**src/rtl/sas_pkg.sv**
```systemverilog
package sas_pkg;
  typedef enum logic [2:0] {
    REG_PSEL   = 3'd0,
    REG_CTRL   = 3'd1,
    REG_NS_LO  = 3'd2,
    REG_NS_HI  = 3'd3,
    REG_CMD    = 3'd4,
    REG_CYC_LO = 3'd5,
    REG_CYC_HI = 3'd6
  } sas_reg_e;

  localparam logic [31:0] NS_PER_SEC = 32'd1_000_000_000;
endpackage

```
**src/rtl/sas_ns_delta.sv**
```systemverilog
module sas_ns_delta #(
  parameter int NS_W  = 30,
  parameter int OUT_W = 32
) (
  input  logic             clk,
  input  logic             rst_n,
  input  logic [NS_W-1:0]  tod_ns,
  output logic [OUT_W-1:0] ns_delta
);
  import sas_pkg::*;

  logic [NS_W-1:0] prev_q;

  always_comb begin
    if (tod_ns >= prev_q)
      ns_delta = OUT_W'(tod_ns) - OUT_W'(prev_q);
    else
      ns_delta = OUT_W'(tod_ns) + OUT_W'(NS_PER_SEC) - OUT_W'(prev_q);
  end

  always_ff @(posedge clk or negedge rst_n) begin
    if (!rst_n) prev_q <= '0;
    else        prev_q <= tod_ns;
  end
endmodule

```
**src/rtl/sas_port.sv**
```systemverilog
module sas_port #(
  parameter int NS_W   = 30,
  parameter int SEC_W  = 3,
  parameter int GATE_W = 8,
  parameter int DATA_W = 16
) (
  input  logic                  clk,
  input  logic                  rst_n,
  input  logic                  wr_en,
  input  logic [2:0]            wr_addr,
  input  logic [DATA_W-1:0]     wr_data,
  input  logic [SEC_W-1:0]      tod_sec,
  input  logic [NS_W-1:0]       tod_ns,
  input  logic [2*DATA_W-1:0]   ns_delta,
  output logic                  armed_o,
  output logic                  running_o,
  output logic                  hold_o,
  output logic                  start_pulse_o,
  output logic                  cycle_pulse_o,
  output logic [GATE_W-1:0]     gate_mask_o
);
  import sas_pkg::*;

  localparam int CYC_W   = 2 * DATA_W;
  localparam int NS_HI_W = NS_W - DATA_W;

  logic              gate_en_q, gate_en_d;
  logic [GATE_W-1:0] admin_q,   admin_d;
  logic [NS_W-1:0]   ns_q,      ns_d;
  logic [SEC_W-1:0]  sec_q,     sec_d;
  logic              arm_q,     arm_d;
  logic              sw_q,      sw_d;
  logic [CYC_W-1:0]  cyc_q,     cyc_d;
  logic              run_q,     run_d;
  logic [CYC_W-1:0]  acc_q,     acc_d;
  logic              spul_q,    spul_d;
  logic              cpul_q,    cpul_d;

  logic              cmd_wr, match, fire;
  logic [CYC_W:0]    acc_sum;

  always_comb begin
    gate_en_d = gate_en_q;
    admin_d   = admin_q;
    ns_d      = ns_q;
    sec_d     = sec_q;
    arm_d     = arm_q;
    sw_d      = sw_q;
    cyc_d     = cyc_q;
    run_d     = run_q;
    acc_d     = acc_q;
    cpul_d    = 1'b0;

    cmd_wr  = wr_en && (wr_addr == REG_CMD);
    match   = (tod_sec == sec_q) && (tod_ns == ns_q);
    fire    = arm_q && match && !cmd_wr;
    spul_d  = fire;
    acc_sum = {1'b0, acc_q} + {1'b0, ns_delta};

    if (run_q) begin
      if ((cyc_q != '0) && (acc_sum >= {1'b0, cyc_q})) begin
        acc_d  = CYC_W'(acc_sum - {1'b0, cyc_q});
        cpul_d = 1'b1;
      end else begin
        acc_d = acc_sum[CYC_W-1:0];
      end
    end

    if (fire) begin
      arm_d = 1'b0;
      if (sw_q) begin
        run_d  = 1'b1;
        acc_d  = '0;
        cpul_d = 1'b1;
      end
    end

    if (wr_en) begin
      case (wr_addr)
        REG_CTRL: begin
          gate_en_d = wr_data[0];
          admin_d   = wr_data[8 +: GATE_W];
          if (!wr_data[0]) begin
            run_d = 1'b0;
            arm_d = 1'b0;
          end
        end
        REG_NS_LO:  ns_d[DATA_W-1:0]          = wr_data;
        REG_NS_HI:  ns_d[NS_W-1:DATA_W]       = wr_data[NS_HI_W-1:0];
        REG_CMD: begin
          arm_d = wr_data[0];
          sw_d  = wr_data[1];
          sec_d = wr_data[2 +: SEC_W];
        end
        REG_CYC_LO: cyc_d[DATA_W-1:0]         = wr_data;
        REG_CYC_HI: cyc_d[CYC_W-1:DATA_W]     = wr_data;
        default: ;
      endcase
    end
  end

  always_ff @(posedge clk or negedge rst_n) begin
    if (!rst_n) begin
      gate_en_q <= 1'b0;
      admin_q   <= '1;
      ns_q      <= '0;
      sec_q     <= '0;
      arm_q     <= 1'b0;
      sw_q      <= 1'b0;
      cyc_q     <= '0;
      run_q     <= 1'b0;
      acc_q     <= '0;
      spul_q    <= 1'b0;
      cpul_q    <= 1'b0;
    end else begin
      gate_en_q <= gate_en_d;
      admin_q   <= admin_d;
      ns_q      <= ns_d;
      sec_q     <= sec_d;
      arm_q     <= arm_d;
      sw_q      <= sw_d;
      cyc_q     <= cyc_d;
      run_q     <= run_d;
      acc_q     <= acc_d;
      spul_q    <= spul_d;
      cpul_q    <= cpul_d;
    end
  end

  assign armed_o       = arm_q;
  assign running_o     = run_q;
  assign hold_o        = gate_en_q && !run_q;
  assign start_pulse_o = spul_q;
  assign cycle_pulse_o = cpul_q;
  assign gate_mask_o   = gate_en_q ? admin_q : '1;
endmodule

```
**src/rtl/sched_start_arm.sv**
```systemverilog
module sched_start_arm #(
  parameter int NUM_PORTS = 4,
  parameter int NS_W      = 30,
  parameter int SEC_W     = 3,
  parameter int GATE_W    = 8,
  parameter int DATA_W    = 16
) (
  input  logic                        clk,
  input  logic                        rst_n,
  input  logic                        wr_en,
  input  logic [2:0]                  wr_addr,
  input  logic [DATA_W-1:0]           wr_data,
  input  logic [SEC_W-1:0]            tod_sec,
  input  logic [NS_W-1:0]             tod_ns,
  output logic [NUM_PORTS-1:0]        armed_o,
  output logic [NUM_PORTS-1:0]        running_o,
  output logic [NUM_PORTS-1:0]        hold_o,
  output logic [NUM_PORTS-1:0]        start_pulse_o,
  output logic [NUM_PORTS-1:0]        cycle_pulse_o,
  output logic [NUM_PORTS*GATE_W-1:0] gate_mask_o
);
  import sas_pkg::*;

  localparam int PSEL_W = (NUM_PORTS > 1) ? $clog2(NUM_PORTS) : 1;
  localparam int CYC_W  = 2 * DATA_W;

  logic              rst_meta_q, rst_sync_q;
  logic [PSEL_W-1:0] psel_q, psel_d;
  logic [CYC_W-1:0]  ns_delta;

  always_ff @(posedge clk or negedge rst_n) begin
    if (!rst_n) begin
      rst_meta_q <= 1'b0;
      rst_sync_q <= 1'b0;
    end else begin
      rst_meta_q <= 1'b1;
      rst_sync_q <= rst_meta_q;
    end
  end

  always_comb begin
    psel_d = psel_q;
    if (wr_en && (wr_addr == REG_PSEL)) psel_d = wr_data[PSEL_W-1:0];
  end

  always_ff @(posedge clk or negedge rst_sync_q) begin
    if (!rst_sync_q) psel_q <= '0;
    else             psel_q <= psel_d;
  end

  sas_ns_delta #(.NS_W(NS_W), .OUT_W(CYC_W)) u_delta (
    .clk     (clk),
    .rst_n   (rst_sync_q),
    .tod_ns  (tod_ns),
    .ns_delta(ns_delta)
  );

  for (genvar p = 0; p < NUM_PORTS; p++) begin : g_port
    logic port_wr;
    assign port_wr = wr_en && (wr_addr != REG_PSEL) && (psel_q == PSEL_W'(p));

    sas_port #(.NS_W(NS_W), .SEC_W(SEC_W), .GATE_W(GATE_W), .DATA_W(DATA_W)) u_port (
      .clk          (clk),
      .rst_n        (rst_sync_q),
      .wr_en        (port_wr),
      .wr_addr      (wr_addr),
      .wr_data      (wr_data),
      .tod_sec      (tod_sec),
      .tod_ns       (tod_ns),
      .ns_delta     (ns_delta),
      .armed_o      (armed_o[p]),
      .running_o    (running_o[p]),
      .hold_o       (hold_o[p]),
      .start_pulse_o(start_pulse_o[p]),
      .cycle_pulse_o(cycle_pulse_o[p]),
      .gate_mask_o  (gate_mask_o[p*GATE_W +: GATE_W])
    );
  end
endmodule

```
**config.mk**
```make
export PLATFORM = sky130hd
export DESIGN_NAME = sched_start_arm
export DESIGN_NICKNAME = d
export VERILOG_FILES = /design/src/rtl/sas_pkg.sv /design/src/rtl/sas_ns_delta.sv /design/src/rtl/sas_port.sv /design/src/rtl/sched_start_arm.sv
export SDC_FILE = /design/constraint.sdc
export NUM_CORES = 2
export LEC_CHECK = 0
export ABC_CLOCK_PERIOD_IN_PS = 26100
export BUFFER_PORTS_ARGS = -buffer_cell sky130_fd_sc_hd__clkbuf_2
export CAP_MARGIN = 5
export CELL_PAD_IN_SITES_DETAIL_PLACEMENT = 1
export CELL_PAD_IN_SITES_GLOBAL_PLACEMENT = 2
export CORE_MARGIN = 2
export CORE_UTILIZATION = 44
export DETAILED_ROUTE_END_ITERATION = 8
export PLACE_DENSITY = 0.92
export REMOVE_ABC_BUFFERS = 1
export SETUP_SLACK_MARGIN = 0.3
export SLEW_MARGIN = 10
export SYNTH_ARGS = -nofsm -noshare
export SYNTH_HDL_FRONTEND = slang
export SYNTH_SLANG_ARGS = --single-unit
```
**constraint.sdc**
```tcl
create_clock -name clk -period 26.1 [get_ports clk]
set_input_delay 1.305 -clock clk [delete_from_list [all_inputs] [get_ports clk]]
set_output_delay 1.305 -clock clk [all_outputs]
set_load 0.02 [all_outputs]
```
# Word-level counts from Yosys, hierarchy flattened

Index checks and enable logic that the tools add are counted.

Bits in registers: 478
Output and inout bits: 52
Logic and storage cells: 231
Input bits: 55

Multiplexer cells: 73
Equal/unequal tests: 17
Reduce and logical (&&, ||, !) cells: 69
Add/sub/neg operators: 11
Order comparisons: 5

Operators with widths:

| kind                                           | number |
|---|---|
| two-way mux 32 bit                             | 17 |
| adder 32 x 32 -> 33 bit                        | 4 |
| greater-or-equal comparator 33 x 32 -> 1 bit   | 4 |
| nonzero test 32 bit                            | 4 |
| subtractor 32 bit                              | 4 |
| == test 30 bit                                 | 4 |
| two-way mux 1 bit                              | 48 |
| AND reduction 2 bit                            | 24 |
| two-way mux 8 bit                              | 4 |
| subtractor 32 x 30 -> 32 bit                   | 1 |
| adder 30 x 30 -> 31 bit, second input constant | 1 |
| subtractor 30 x 30 -> 31 bit                   | 1 |
| greater-or-equal comparator 30 bit             | 1 |
| logical AND 1 bit                              | 30 |
| == test 3 bit                                  | 4 |
| == test 3 bit, second input constant           | 3 |
| zero test 1 bit                                | 8 |
| case mux 1 bit (2 select lines)                | 4 |
| == test 3 x 2 -> 1 bit, second input constant  | 2 |
| == test 2 bit, second input constant           | 2 |
| == test 3 x 1 -> 1 bit, second input constant  | 1 |
| zero test 3 bit                                | 1 |
| nonzero test 3 bit                             | 1 |
| == test 2 x 1 -> 1 bit, second input constant  | 1 |
| zero test 2 bit                                | 1 |

# Depth between registers and ports, before layout

Word-level depth: 10
Gate-level depth with buffers: 37
Mapped depth without buffers: 36

# By module

A second synthesis with hierarchy kept.

Cells, all modules: 4335
Area, all modules: 39176.3 um^2

Modules (own cells, without submodules):

| module                           | sequential area each (um^2) | instances | area an instance (um^2) | cells an instance |
|---|---|---|---|---|
| sas_port at g_port[0].u_port ... | 2787.7                      | 2         | 8733.4                  | 949 |
| sas_port at g_port[2].u_port     | 2787.7                      | 1         | 8788.4                  | 951 |
| sas_port at g_port[3].u_port     | 2787.7                      | 1         | 8496.9                  | 914 |
| sas_ns_delta                     | 750.7                       | 1         | 4234.1                  | 558 |
| sched_start_arm                  | 100.1                       | 1         | 190.2                   | 14 |

# Least setup slack after synthesis

OpenSTA, ideal clock, no wires.

Path kind: input port to flip-flop
From: input tod_ns[9]
To: register g_port[1].u_port.acc_q[1]
Required time: 26.028 ns
Data arrival time: 8.046 ns
Buffers on the path: 4
Path slack: 17.982 ns
Library setup time: 0.072 ns
Stages: 33
Cell sequence: clkbuf_1 > inv_1 > ha_1 > nand2b_1 > nor2_1 > nand2_1 > o211ai_1 > a221o_1 > a21o_1 > nand2b_1 > buf_2 > buf_1 > xnor2_1 > ha_1 > a21o_1 > a31o_2 > a311o_1 > a21oi_1 > o21ai_0 > a31o_2 > o311ai_0 > o311ai_1 > ha_1 > nand3_1 > nor4_1 > a31oi_1 > a21boi_0 > o31a_2 > a31oi_1 > buf_2 > mux2i_1 > mux2i_1 > nor2_1

Longest elaborated chain between the ends: 10
Elaborated cells on any way between the ends: 17
Those cells by class: add/sub: 5; order compare: 2; eq/ne: 1; mux: 5; reduce/logical: 4

Ends and longest elaborated chain:

| what                                         | line                  | RTL |
|---|---|---|
| start, declared                              | sched_start_arm.sv:14 | `input logic [NS_W-1:0] tod_ns,` |
| adder 30 x 30 -> 31 bit                      | sas_ns_delta.sv:18    | `ns_delta = OUT_W'(tod_ns) + OUT_W'(NS_PER_SEC) - OUT_W'(prev_q);` |
| subtractor 32 x 30 -> 32 bit                 | sas_ns_delta.sv:18    |  |
| two-way mux 32 bit                           | sas_ns_delta.sv:15    | `if (tod_ns >= prev_q)` |
| adder 32 x 32 -> 33 bit                      | sas_port.sv:58        | `acc_sum = {1'b0, acc_q} + {1'b0, ns_delta};` |
| greater-or-equal comparator 33 x 32 -> 1 bit | sas_port.sv:61        | `if ((cyc_q != '0) && (acc_sum >= {1'b0, cyc_q})) begin` |
| logical AND 1 bit                            | sas_port.sv:61        |  |
| two-way mux 32 bit                           | sas_port.sv:61        |  |
| two-way mux 32 bit                           | sas_port.sv:60        | `if (run_q) begin` |
| two-way mux 32 bit                           | sas_port.sv:71        | `if (sw_q) begin` |
| two-way mux 32 bit *                         | sas_port.sv:69        | `if (fire) begin` |
| via g_port[1].u_port.acc_d[1]                | sas_port.sv:35        | `logic [CYC_W-1:0] acc_q, acc_d;` |
| end signal, assigned                         | sas_port.sv:112       | `acc_q <= '0;` |
| end signal, assigned                         | sas_port.sv:124       | `acc_q <= acc_d;` |
| end, declared                                | sas_port.sv:35        |  |

Mark *: on every way through the listed nets, which the timed path passes. The rest lies on a longest branch.
A chain may end at the register's enable or synchronous reset.

# Worst setup path after layout

From: input tod_ns[9]
To: register g_port[3].u_port.acc_q[4]

Longest elaborated chain between the ends: 10
Elaborated cells on any way between the ends: 17
Those cells by class: add/sub: 5; order compare: 2; eq/ne: 1; mux: 5; reduce/logical: 4

Ends and longest elaborated chain:

| what                                         | line |
|---|---|
| adder 30 x 30 -> 31 bit                      | sas_ns_delta.sv:18 |
| subtractor 32 x 30 -> 32 bit                 | sas_ns_delta.sv:18 |
| two-way mux 32 bit                           | sas_ns_delta.sv:15 |
| adder 32 x 32 -> 33 bit                      | sas_port.sv:58 |
| greater-or-equal comparator 33 x 32 -> 1 bit | sas_port.sv:61 |
| logical AND 1 bit                            | sas_port.sv:61 |
| two-way mux 32 bit                           | sas_port.sv:61 |
| two-way mux 32 bit                           | sas_port.sv:60 |
| two-way mux 32 bit                           | sas_port.sv:71 |
| two-way mux 32 bit *                         | sas_port.sv:69 |
| via g_port[3].u_port.acc_d[4]                | sas_port.sv:35 |
| end signal, assigned                         | sas_port.sv:112 |
| end signal, assigned                         | sas_port.sv:124 |
| end, declared                                | sas_port.sv:35 |

Marks and branches as above.

==> out/results.ini <==
[synth]
yosysMostFrequentCell=dfrtp_1
synth_edf_count=0
post-synth-top-area-fraction_pct=29.6
synth_area_leaders=dfrtp_1 (30%), ha_1 (10%), mux2_2 (6.2%)
synthFlopType=dfrtp_1
seq_area_frac_synth_pct=31.8
synth_top_area_cell=dfrtp_1
ys_ff_latch=478
syn_avg_cell_area_sq_um=8.78
yosysUniqueCellTypes=87
synthArstFlopShare_pct=100
ys_warn_count=0
synth_area_sq_um=37700
synthCells=4295
synthTopCellsByCount=dfrtp_1 (446), nor2_1 (343), nand2_1 (321)

[global_route]
grt_pass1_vias=35451
antenna_found_initial=8
grt.total_usage_pct=31.4
overflow=0
grt_first_pass_wirelength_mm=214
grt_max_degree=74

[cts]
cts-root-buf=clkbuf_16
h-tree-depth=2
cts_tree=built
cts.clk_slew.worst_paths_ns=0.07
cts.sinks=478
insertion_delay_ns=0.69
cts_resized=0
hold_buffers=0
post_cts_buffers=0
cts_buffers=59
clk_path_buf_depth=3

[worst_setup_path]
critPathSlowestCell=a31oi_4
cpPeakStageDelay_ns=1.03
cp.arrival_ns=10.42
worstPathMaxFanout=31
cp-end-kind=flop
crit_path_start_kind=primary input
crit_required_ns=26.65
path_class=primary input to flop
rr_worst_depth=28
critPathMostFrequentCell=ha_1

[placed_design]
dpl-instance-area_sq_um=39400
hpwlAfterDp_mm=102
dp_slack_ns=15.92
gp_congestion=0.934
port_buffers=106
dp_cells=5419

[routing]
drt_iter0_drc=2395
dr.pass1.iters=5
antenna_left=0
drc=0
totalWireLength_mm=141
vias=33691
post_drt_wl_per_cell_um=25.4
vias_per_cell=6.09

[timing]
relSlewSlack_pct=14.1
setup-violations-final=0
tightest_slew_ns=1.28
hold_viol=0
rsz0062_at_grt=false
finalCritPeriodShare_pct=37.8
layout_setup_ws_ns=16.24
drv_slew=0
fin_setup_tns_ns=0
fin_crit_ns=9.86
clock_skew_ns=0.0586
fmax_mhz=101
fin_hold_ws_ns=0.351

[cells_and_area]
instances_no_fill=5533
fin_nets=4712
design_area_sq_um=41500
nFillCells=9947
final_layout_size_suffix_gt1_share_pct=12.9
final_util_pct=48.8
syn_to_final_growth_pct=9.98

[power_and_ir_drop]
power.density_nw_per_um2=148
ir_worst_vdd_uv=88.4
power_leakage_nw=18.8
finalPower_mw=6.13

[floorplan]
fp.dieH_um=297
io_pins=107
rows=107
die_area_sq_um=88000
start_util_pct=44.3
die_x_um=297
core_area_sq_um=85000

[worst_hold_path]
hold_path.class=flop to async pin

[job]
drv_cap=0

[run_status]
status=finished clean

[placed cells by master (no fill, tap or decap), drive strengths merged, types with 9 or more instances in the layout]
cell / n
o31ai: 14
o21bai: 29
or3: 23
mux2i: 86
clkinv: 19
nor4: 69
dfrtp: 446
and2: 15
a21oi: 283
fa: 9
nor3: 83
a311oi: 11
o21ai: 303
xnor2: 241
and3: 39
a211oi: 92
a21o: 144
a31o: 12
nand2: 321
o311ai: 12
nand2b: 77
nand3: 95
buf: 61
nor2b: 46
ha: 312
o211ai: 27
a31oi: 49
nand4: 64
o21a: 39
mux2: 208
nor2: 343
a21boi: 16
inv: 250
a221oi: 17
o31a: 15
and4: 11
dfstp: 32
xor2: 147
clkbuf: 189
[worst max-delay path: cells and delay by family]
| kind | cells | cell delay, ns |
|---|---|---|
| buffers and inverters | 2 | 0.46 |
| AND/OR/NAND/NOR | 8 | 1.57 |
| AO/OA/AOI/OAI | 15 | 4.74 |
| XOR/XNOR | 3 | 0.67 |
| multiplexers | 1 | 0.17 |
| adder cells (fa/ha/maj) | 4 | 1.44 |
[layout make-up]
type | instances | area [sq um] | share of cell area [%]
antenna | 2 | 5.00 | 0.0121
clock buffer | 83 | 1720 | 4.14
clock inverter | 29 | 325 | 0.785
inverter | 249 | 935 | 2.25
multi-input combinational | 3381 | 24000 | 58.0
sequential | 478 | 12000 | 29.0
tap | 1144 | 1430 | 3.45
timing repair buffer | 167 | 988 | 2.38
[power by group]
group	internal (mW)	switching, mW
Sequential	0.955	0.149
Combinational	1.64	2.51
Clock	0.493	0.376
[final timing paths]
check,from,endpoint,slack [ns]
setup / recovery,tod_ns[9],g_port[3].u_port.acc_q[4],16.24
hold / removal,rst_sync_q,g_port[0].u_port.ns_q[15],0.35
setup reg to reg,u_delta.prev_q[1],g_port[3].u_port.acc_q[4],16.98
hold reg to reg,rst_sync_q,g_port[0].u_port.ns_q[15],0.35
max in group asynchronous,rst_sync_q,g_port[2].u_port.acc_q[27],22.83
min in group clk,rst_meta_q,rst_sync_q,0.39
[cells by family (layout without fill, tap and decap cells)]
family | Yosys count | count (layout) | synth area share, %
AOI/OAI and AO/OA | 1146 | 1146 | 19.4
xor gates and xnor gates | 388 | 388 | 9.01
adders and majority gates | 321 | 321 | 10.8
buffers and inverters | 436 | 528 | 4.62
DFF | 478 | 478 | 31.8
muxes | 294 | 294 | 8.50
other | 1 | 3 | 0.00995
and+or+nand+nor | 1231 | 1231 | 15.8
[state kept, by name, summed over array words and instances (netlist names), 12 cells and up]
register	flops
g_port.u_port.acc_q	128
g_port.u_port.sec_q	12
g_port.u_port.ns_q	120
u_delta.prev_q	30
g_port.u_port.admin_q	32
g_port.u_port.cyc_q	128
[layer usage]
metal	share of wire, %	track usage, %
met3	6.5	5.23
met4	5.3	15.1
met2	47	51.9
met5	0	0
met1	42	39.8
(Power assumes the default switching activity.)
